**src/rtl/mac_csr_pkg.sv**
```systemverilog
package mac_csr_pkg;
  localparam int AW = 12;
  localparam int DW = 32;

  localparam logic [AW-1:0] OFS_MII     = 12'h010;
  localparam logic [AW-1:0] OFS_PORTCFG = 12'h408;
  localparam logic [AW-1:0] OFS_CMD     = 12'h448;
  localparam logic [AW-1:0] OFS_CAUSE   = 12'h450;
  localparam logic [AW-1:0] OFS_MASK    = 12'h458;
  localparam logic [AW-1:0] OFS_RXFIRST = 12'h480;
  localparam logic [AW-1:0] OFS_RXCUR   = 12'h4A0;
  localparam logic [AW-1:0] OFS_TXCUR   = 12'h4E0;

  localparam int MII_RD_BIT    = 26;
  localparam int MII_VLD_BIT   = 27;
  localparam int MII_ADDR_LO   = 16;
  localparam int MII_ADDR_W    = 10;
  localparam int OFFSET_SEL_BIT = 28;
  localparam int KICK_HI_BIT   = 23;
  localparam int KICK_LO_BIT   = 22;

  localparam int CAUSE_W       = 4;
  localparam int CAUSE_RX      = 0;
  localparam int CAUSE_TXHI    = 2;
  localparam int CAUSE_TXLO    = 3;

  localparam logic [MII_ADDR_W-1:0] PHY_STATUS = 10'h021;
  localparam logic [MII_ADDR_W-1:0] PHY_ID_HI  = 10'h041;
  localparam logic [MII_ADDR_W-1:0] PHY_ID_LO  = 10'h061;
  localparam logic [15:0] PHY_STATUS_VAL = 16'h000C;
  localparam logic [15:0] PHY_ID_HI_VAL  = 16'h0141;
  localparam logic [15:0] PHY_ID_LO_VAL  = 16'h0E20;
endpackage

```
**src/rtl/mii_stub.sv**
```systemverilog
module mii_stub
  import mac_csr_pkg::*;
(
  input  logic          clk,
  input  logic          rst,
  input  logic          wr_en,
  input  logic [DW-1:0] wdata,
  output logic [DW-1:0] rd_value
);
  logic [DW-1:0] latched;

  always_ff @(posedge clk) begin
    if (rst) latched <= '0;
    else if (wr_en) latched <= wdata;
  end

  logic [MII_ADDR_W-1:0] reg_sel;
  assign reg_sel = latched[MII_ADDR_LO +: MII_ADDR_W];

  always_comb begin
    rd_value = '0;
    if (latched[MII_RD_BIT]) begin
      rd_value[MII_VLD_BIT] = 1'b1;
      case (reg_sel)
        PHY_STATUS: rd_value[15:0] = PHY_STATUS_VAL;
        PHY_ID_HI:  rd_value[15:0] = PHY_ID_HI_VAL;
        PHY_ID_LO:  rd_value[15:0] = PHY_ID_LO_VAL;
        default:    rd_value[15:0] = '0;
      endcase
    end
  end


  mii_flag_chk: assert property (@(posedge clk) disable iff (rst)
    (rd_value != '0) |-> rd_value[MII_VLD_BIT]);
endmodule

```
**src/rtl/irq_ctrl.sv**
```systemverilog
module irq_ctrl
  import mac_csr_pkg::*;
#(
  parameter int CW = CAUSE_W,
  parameter int MW = DW
)(
  input  logic          clk,
  input  logic          rst,
  input  logic          cause_wr,
  input  logic          mask_wr,
  input  logic [MW-1:0] wdata,
  input  logic [CW-1:0] set_vec,
  output logic [CW-1:0] cause,
  output logic [MW-1:0] mask,
  output logic          irq
);
  logic [CW-1:0] keep;

  assign keep = cause_wr ? wdata[CW-1:0] : '1;

  always_ff @(posedge clk) begin
    if (rst) begin
      cause <= '0;
      mask  <= '0;
    end else begin
      cause <= (cause & keep) | set_vec;
      if (mask_wr) mask <= wdata;
    end
  end

  assign irq = |(cause & mask[CW-1:0]);


  strobe_win_chk: assert property (@(posedge clk) disable iff (rst)
    (set_vec != '0) |=> ((cause & $past(set_vec)) == $past(set_vec)));

  no_spont_set_chk: assert property (@(posedge clk) disable iff (rst)
    (set_vec == '0) |=> ((cause & ~$past(cause)) == '0));
endmodule

```
**src/rtl/ptr_bank.sv**
```systemverilog
module ptr_bank
  import mac_csr_pkg::*;
#(
  parameter int              N    = 4,
  parameter int              W    = DW,
  parameter logic [AW-1:0]   BASE = 12'h480
)(
  input  logic          clk,
  input  logic          rst,
  input  logic          wr_en,
  input  logic [AW-1:0] addr,
  input  logic [W-1:0]  wdata,
  output logic          hit,
  output logic [W-1:0]  rdata,
  output logic [N*W-1:0] ptrs
);
  logic [N-1:0] sel;

  for (genvar i = 0; i < N; i++) begin : g_slot
    localparam logic [AW-1:0] SLOT_ADDR = BASE + AW'(4 * i);
    assign sel[i] = (addr == SLOT_ADDR);
    always_ff @(posedge clk) begin
      if (rst) ptrs[i*W +: W] <= '0;
      else if (wr_en && sel[i]) ptrs[i*W +: W] <= wdata;
    end
  end

  assign hit = |sel;

  always_comb begin
    rdata = '0;
    for (int i = 0; i < N; i++)
      if (sel[i]) rdata = ptrs[i*W +: W];
  end


  ptr_hold_chk: assert property (@(posedge clk) disable iff (rst)
    !(wr_en && hit) |=> $stable(ptrs));
endmodule

```
**src/rtl/mac_csr_top.sv**
```systemverilog
module mac_csr_top
  import mac_csr_pkg::*;
#(
  parameter int RX_Q  = 4,
  parameter int TX_Q  = 2,
  parameter int PTR_W = DW
)(
  input  logic                clk,
  input  logic                rst,
  input  logic                req_valid,
  input  logic                req_write,
  input  logic [AW-1:0]       req_addr,
  input  logic [DW-1:0]       req_wdata,
  output logic                req_ready,
  output logic                rsp_valid,
  output logic [DW-1:0]       rsp_rdata,
  input  logic                rx_evt,
  input  logic                txhi_evt,
  input  logic                txlo_evt,
  output logic                irq,
  output logic [1:0]          rx_offset,
  output logic                tx_kick_hi,
  output logic                tx_kick_lo,
  output logic [RX_Q*PTR_W-1:0] rx_first_ptrs,
  output logic [RX_Q*PTR_W-1:0] rx_cur_ptrs,
  output logic [TX_Q*PTR_W-1:0] tx_cur_ptrs
);
  logic wr, rd;
  assign wr = req_valid && req_write;
  assign rd = req_valid && !req_write;
  assign req_ready = 1'b1;

  // management stub
  logic [DW-1:0] mii_val;
  mii_stub u_mii (
    .clk(clk), .rst(rst),
    .wr_en(wr && req_addr == OFS_MII),
    .wdata(req_wdata), .rd_value(mii_val)
  );

  // interrupt cause and mask
  logic [CAUSE_W-1:0] set_vec, cause;
  logic [DW-1:0]      mask;
  always_comb begin
    set_vec = '0;
    set_vec[CAUSE_RX]   = rx_evt;
    set_vec[CAUSE_TXHI] = txhi_evt;
    set_vec[CAUSE_TXLO] = txlo_evt;
  end

  irq_ctrl #(.CW(CAUSE_W), .MW(DW)) u_irq (
    .clk(clk), .rst(rst),
    .cause_wr(wr && req_addr == OFS_CAUSE),
    .mask_wr(wr && req_addr == OFS_MASK),
    .wdata(req_wdata), .set_vec(set_vec),
    .cause(cause), .mask(mask), .irq(irq)
  );

  // ring pointer banks
  logic rxf_hit, rxc_hit, txc_hit;
  logic [PTR_W-1:0] rxf_rd, rxc_rd, txc_rd;

  ptr_bank #(.N(RX_Q), .W(PTR_W), .BASE(OFS_RXFIRST)) u_rxfirst (
    .clk(clk), .rst(rst), .wr_en(wr), .addr(req_addr),
    .wdata(req_wdata[PTR_W-1:0]), .hit(rxf_hit), .rdata(rxf_rd),
    .ptrs(rx_first_ptrs)
  );
  ptr_bank #(.N(RX_Q), .W(PTR_W), .BASE(OFS_RXCUR)) u_rxcur (
    .clk(clk), .rst(rst), .wr_en(wr), .addr(req_addr),
    .wdata(req_wdata[PTR_W-1:0]), .hit(rxc_hit), .rdata(rxc_rd),
    .ptrs(rx_cur_ptrs)
  );
  ptr_bank #(.N(TX_Q), .W(PTR_W), .BASE(OFS_TXCUR)) u_txcur (
    .clk(clk), .rst(rst), .wr_en(wr), .addr(req_addr),
    .wdata(req_wdata[PTR_W-1:0]), .hit(txc_hit), .rdata(txc_rd),
    .ptrs(tx_cur_ptrs)
  );

  // port configuration and transmit command
  always_ff @(posedge clk) begin
    if (rst) begin
      rx_offset  <= 2'd0;
      tx_kick_hi <= 1'b0;
      tx_kick_lo <= 1'b0;
    end else begin
      if (wr && req_addr == OFS_PORTCFG)
        rx_offset <= req_wdata[OFFSET_SEL_BIT] ? 2'd2 : 2'd0;
      tx_kick_hi <= wr && req_addr == OFS_CMD && req_wdata[KICK_HI_BIT];
      tx_kick_lo <= wr && req_addr == OFS_CMD && req_wdata[KICK_LO_BIT];
    end
  end

  // read path
  logic [DW-1:0] rd_mux;
  always_comb begin
    rd_mux = '0;
    if (req_addr == OFS_MII)        rd_mux = mii_val;
    else if (req_addr == OFS_CAUSE) rd_mux = DW'(cause);
    else if (req_addr == OFS_MASK)  rd_mux = mask;
    else if (rxf_hit)               rd_mux = DW'(rxf_rd);
    else if (rxc_hit)               rd_mux = DW'(rxc_rd);
    else if (txc_hit)               rd_mux = DW'(txc_rd);
  end

  always_ff @(posedge clk) begin
    if (rst) begin
      rsp_valid <= 1'b0;
      rsp_rdata <= '0;
    end else begin
      rsp_valid <= rd;
      rsp_rdata <= rd ? rd_mux : '0;
    end
  end


  rsp_follow_chk: assert property (@(posedge clk) disable iff (rst)
    rd |=> rsp_valid);

  rsp_source_chk: assert property (@(posedge clk) disable iff (rst)
    rsp_valid |-> $past(rd));

  kick_hi_src_chk: assert property (@(posedge clk) disable iff (rst)
    tx_kick_hi |-> $past(wr && req_addr == OFS_CMD && req_wdata[KICK_HI_BIT]));

  kick_lo_src_chk: assert property (@(posedge clk) disable iff (rst)
    tx_kick_lo |-> $past(wr && req_addr == OFS_CMD && req_wdata[KICK_LO_BIT]));
endmodule

```
**config.mk**
```make
export PLATFORM = sky130hd
export DESIGN_NAME = mac_csr_top
export DESIGN_NICKNAME = d
export VERILOG_FILES = /design/src/rtl/mac_csr_pkg.sv /design/src/rtl/mii_stub.sv /design/src/rtl/irq_ctrl.sv /design/src/rtl/ptr_bank.sv /design/src/rtl/mac_csr_top.sv
export SDC_FILE = /design/constraint.sdc
export NUM_CORES = 1
export LEC_CHECK = 0
export BUFFER_PORTS_ARGS = -buffer_cell sky130_fd_sc_hd__buf_2
export CORE_ASPECT_RATIO = 0.5
export CORE_UTILIZATION = 48
export DETAILED_ROUTE_END_ITERATION = 10
export PLACE_DENSITY_LB_ADDON = 0.25
export SYNTH_ARGS = -nofsm -noshare
export SYNTH_HDL_FRONTEND = slang
export SYNTH_SLANG_ARGS = --single-unit
export TNS_END_PERCENT = 10
```
**constraint.sdc**
```tcl
create_clock -name clk -period 2.4 [get_ports clk]
set_input_delay 0.48 -clock clk [delete_from_list [all_inputs] [get_ports clk]]
set_output_delay 0.48 -clock clk [all_outputs]
set_load 0.1 [all_outputs]
```
### After elaboration in Yosys (flattened, before gate mapping)

Index checks and enable logic that the tools add are counted.

| word-level totals | value |
|---|---|
| output and inout port bits | 359 |
| bits in registers | 420 |
| input bits | 51 |

| operators by class | value |
|---|---|
| reduce and logical (&&, ||, !) cells | 26 |
| bitwise logic cells | 4 |
| mux-type cells | 21 |
| equality and inequality tests | 18 |

Operator list:

| operator | number |
|---|---|
| $mux W32 | 14 |
| $eq A12 B11 Y1 const B | 14 |
| $mux W28 | 2 |
| $pmux W12 S3 | 1 |
| $eq A10 B7 Y1 const B | 2 |
| $logic_and A1 B1 Y1 | 19 |
| $reduce_or A4 Y1 | 4 |
| $eq A12 B5 Y1 const B | 1 |
| $mux W12 | 1 |
| $eq A10 B6 Y1 const B | 1 |
| $and A4 B4 Y4 | 2 |
| $mux W4 | 1 |
| $or A4 B4 Y4 | 1 |
| $reduce_or A2 Y1 | 2 |
| $mux W2 | 1 |
| $logic_not A1 Y1 | 1 |
| $mux W1 | 1 |
| $not A1 Y1 | 1 |

### Logic depth before layout (Yosys ltp)

| logic depth | value |
|---|---|
| depth in word-level cells | 10 |
| gate-level depth with buffers | 8 |

### Modules after synthesis

Synthesis repeated with hierarchy kept, for this count alone.

| second synthesis, totals | value |
|---|---|
| cells, all modules | 1,856 |
| area, all modules | 19,782.7 µm² |

Modules (own cells, without submodules):

| module | times used | seq. area each (µm²) | area an instance (µm²) | cells an instance |
|---|---|---|---|---|
| ptr_bank at u_rxcur | 1 | 2,562.5 | 6,084.6 | 535 |
| ptr_bank at u_rxfirst | 1 | 2,562.5 | 6,082.1 | 535 |
| ptr_bank at u_txcur | 1 | 1,281.2 | 3,205.6 | 322 |
| mac_csr_top | 1 | 720.7 | 2,407.3 | 268 |
| irq_ctrl | 1 | 720.7 | 1,335.0 | 123 |
| mii_stub | 1 | 220.2 | 668.1 | 73 |

### Least setup slack after synthesis

No wires, ideal clock.

| timing | value |
|---|---|
| path kind | input-to-reg |
| start | input port req_addr[9] |
| end | register rsp_rdata[18] |
| arrival | 2,311 ps |
| stages on the path | 7 |
| required time | 2,326 ps |
| buffers on the path | 2 |
| path slack | 15 ps |
| library setup time | 74 ps |
| cell sequence | or4b_1 buf_2 or4_4 buf_6 a311oi_2 o221ai_1 a31oi_1 |

| on the way | value |
|---|---|
| word-level cells in the longest chain between the ends | 8 |
| elaborated cells between the ends (all ways) | 31 |

Ends and longest elaborated chain:

| item | line | text |
|---|---|---|
| start: declaration | mac_csr_top.sv:12 | `input logic [AW-1:0] req_addr,` |
| $eq A12 B11 Y1 | ptr_bank.sv:21 | `assign sel[i] = (addr == SLOT_ADDR);` |
| $mux W32 (4 in a row) | ptr_bank.sv:33 | `if (sel[i]) rdata = ptrs[i*W +: W];` |
| $mux W32 | mac_csr_top.sv:101 | `else if (rxc_hit) rd_mux = DW'(rxc_rd);` |
| $mux W32 | mac_csr_top.sv:100 | `else if (rxf_hit) rd_mux = DW'(rxf_rd);` |
| $mux W32 | mac_csr_top.sv:99 | `else if (req_addr == OFS_MASK) rd_mux = mask;` |
| end signal: assignment | mac_csr_top.sv:111 | `rsp_rdata <= rd ? rd_mux : '0;` |
| end: declaration | mac_csr_top.sv:16 | `output logic [DW-1:0] rsp_rdata,` |

Several ways; a longest one is shown, not always the timed one.
A chain may end at the register's enable or synchronous reset.

### Final worst setup path

| timing | value |
|---|---|
| start | input port req_addr[9] |
| end | register u_rxfirst.ptrs[7] |

| on the way | value |
|---|---|
| word-level cells in the longest chain between the ends | 2 |

Ends and longest elaborated chain:

| item | line | text |
|---|---|---|
| $eq A12 B11 Y1 | ptr_bank.sv:21 |  |
| $logic_and A1 B1 Y1 | ptr_bank.sv:24 | `else if (wr_en && sel[i]) ptrs[i*W +: W] <= wdata;` |
| end signal: indexed assignment | ptr_bank.sv:24 |  |
| end: declaration | ptr_bank.sv:15 | `output logic [N*W-1:0] ptrs` |

Every way passes these cells.

==> metrics.cfg <==
[logic_synthesis]
synthMuxAreaShare_pct=5.99
yosysWarnings=0
ys_types=65
syn_avg_cell_area_um2=7.68
syn_inst=2204
synth-compound-area-share_pct=19.7
synth_fp_nets=2255
ys_ff_latch=403
synth_xor_area_share_pct=0.0517
yosys.area_share.simple_pct=21.5
synth-edff-count=0
ys_seq_area_share_pct=47.6
syn_area_um2=16900
synth_fa_ha_area_share_pct=0
ys.flop_type=dfxtp_1
async_reset_ff_share_pct=0
synth_top_family_by_area=simple AND/OR/NAND/NOR gates

[floorplan]
dieWidth_um=268
dieArea_um2=36100
start_util_pct=49.0
fp.coreArea_um2=34600
die_y_um=135
rows=48
pin_count=410

[setup_path]
startpoint_type=primary input
r2r_start=u_mii.latched[24]
r2r_end=rsp_rdata[9]
path_max_fanout=32
critPathRequiredTime_ns=2.85
arrival_ns=2.52
crit_slowest_cell=or4b_1
path_cells=buf_2, or4b_1, buf_4, nor3_1, buf_4, and2_1, buf_12, nand2_1, a21oi_1
r2r_slack_ns=0.74
end_kind=flop
crit_top_cell=buf_4
critPathMaxStageDelay_ns=0.63
cp-startpoint=req_addr[9]
path_class=primary input to flop
crit_path_end=u_rxfirst.ptrs[7]
reg2regPathDepth=5

[worst_hold_path]
min_path_type=primary input to flop

[grt]
grt_pass1_wl_um=97300
grt_overflow=0
groute.usage.overall_pct=35.0
grt_max_degree=222
antenna_found_initial=1
first_global_vias=16200

[clock_network]
cts_root_buf=clkbuf_16
ctsLongestPathBuffers=3
post-cts-setup-buffers=0
cts_buffers=36
cts_resized=0
insertion_delay_ns=0.55
cts-htree-levels=2
cts_sinks=403
clkTransAtPathRegs_ns=0.07
cts_tree=done
cts_hold_buf=0

[route]
detailedRoute.firstIterationViolations=2024
detail_route.drc_violations=0
ant_nets=0
num_vias=17700
routed_wl_um=65300
drtPass1Iterations=5
wl_per_cell_um=21.4
vias_per_cell=5.79

[final_layout]
nets=2602
layout-drive-gt1-share_pct=23.8
stdcell_count=3054
area_growth_pct=25.3
final_common_cell=nand2_1
final_cell_mix=nand2_1, buf_2, dfxtp_1

[timing]
fin_worst_skew_ns=0.0204
worstMarginPinSlew_ns=1.19
period_share_pct=86.2
hold_viol_final=0
clock.fmax_ghz=0.483
rsz0062_at_grt=no
fin_crit_ns=2.07
slew_headroom_pct=20.9
setup_violations=0
slew_viol_final=0

[power]
powerDensity_nw_per_um2=631
ir_drop_v=0.000404
p_leak_nw=8.46
power.total_mw=13.4

[placed_design]
port_buffers=407
gp_congestion=0.944
dp.cells=2988
hpwl_um=46100

[job]
drv_cap=0

[run_status]
outcome=completed

==> synthesized netlist by cell type, drive strengths merged, types with 8 or more instances <==
library cell / number / area share, %
and2: 8 / 0.30
buf: 31 / 0.92
dfxtp: 403 / 48
o221ai: 19 / 0.98
nor2b: 9 / 0.33
o22ai: 37 / 1.4
nand3: 26 / 0.77
a211oi: 21 / 0.93
a21oi: 402 / 12
mux2: 17 / 1.1
mux2i: 71 / 4.2
clkbuf: 179 / 4.0
nor3: 16 / 0.47
o21ai: 59 / 1.7
nand2: 738 / 16
inv: 8 / 0.18
nor2: 56 / 1.2
==> per-layer routing <==
metal | share of wire [%] | vias up | GRT usage [%]
li1 | - | 8166 | -
met1 | 40 | 8466 | 45.4
met2 | 48 | 887 | 58.2
met3 | 8.7 | 162 | 6.02
met4 | 4.3 | 0 | 14.0
met5 | 0 | - | 0
==> metrics by stage <==
step,setup TNS [ns],utilization (%),worst slack (ns),hold WS (ns),instance area [µm²]
2_1_floorplan,0,-,0.0148,0.427,16900
6_report,0,61.3,0.330,0.202,21200
3_3_place_gp,-8.95,57.8,-0.120,0.438,20000
5_1_grt,0,61.3,0.227,0.212,21200
4_1_cts,0,61.3,0.351,0.181,21200
3_5_place_dp,-10.83,57.8,-0.161,0.443,20000
==> logic make-up after synthesis <==
logic type / after synthesis
simple gates: 896
mux: 93
compound gates: 591
other cells: 2
xor+xnor: 1
buf+inv: 218
flops: 403
==> worst max-delay path, delay by kind of cell <==
family	cells	cell delay, ns
and+or+nand+nor	4	1.15
AOI/OAI and AO/OA	1	0.16
buffers and inverters	4	0.72
==> layout make-up <==
cell class              instances  area [µm²]
repair buffers                519        3270
diodes                          1        2.50
fillers                      3188       13400
clock buffers                  55        1060
inverters                       8        30.0
multi-input cells            1583        8050
flip-flops and latches        403        8070
well taps                     475         594
clock inverters                10         135
==> flip-flops by register name (all words and copies together) (netlist names) <==
name / cells
u_irq.mask: 32
u_mii.latched: 11
rsp_valid: 1
u_irq.cause: 4
u_txcur.ptrs: 64
u_rxcur.ptrs: 128
rsp_rdata: 32
u_rxfirst.ptrs: 128
tx_kick_lo: 1
rx_offset: 1
tx_kick_hi: 1
==> how the worst min path moves through the flow <==
stage               cells past startpoint  slack, ns           endpoint              start
global route                            3       0.21     u_irq.cause[3]           txlo_evt
detailed placement                      2       0.44      u_irq.mask[8]      u_irq.mask[8]
finish                                  3       0.20     u_irq.cause[3]           txlo_evt
floorplan                               2       0.43  u_mii.latched[16]  u_mii.latched[16]
CTS                                     3       0.18     u_irq.cause[3]           txlo_evt
global placement                        2       0.44  u_mii.latched[16]  u_mii.latched[16]
==> power by group <==
group / total (mW) / internal [mW] / leakage (nW) / switching (mW)
logic: 0.688 / 0.191 / 4.63 / 0.497
clock network: 6.00 / 3.40 / 0.587 / 2.60
registers: 6.69 / 6.69 / 3.25 / 0.00392
Power figures use the tool's default switching activity.
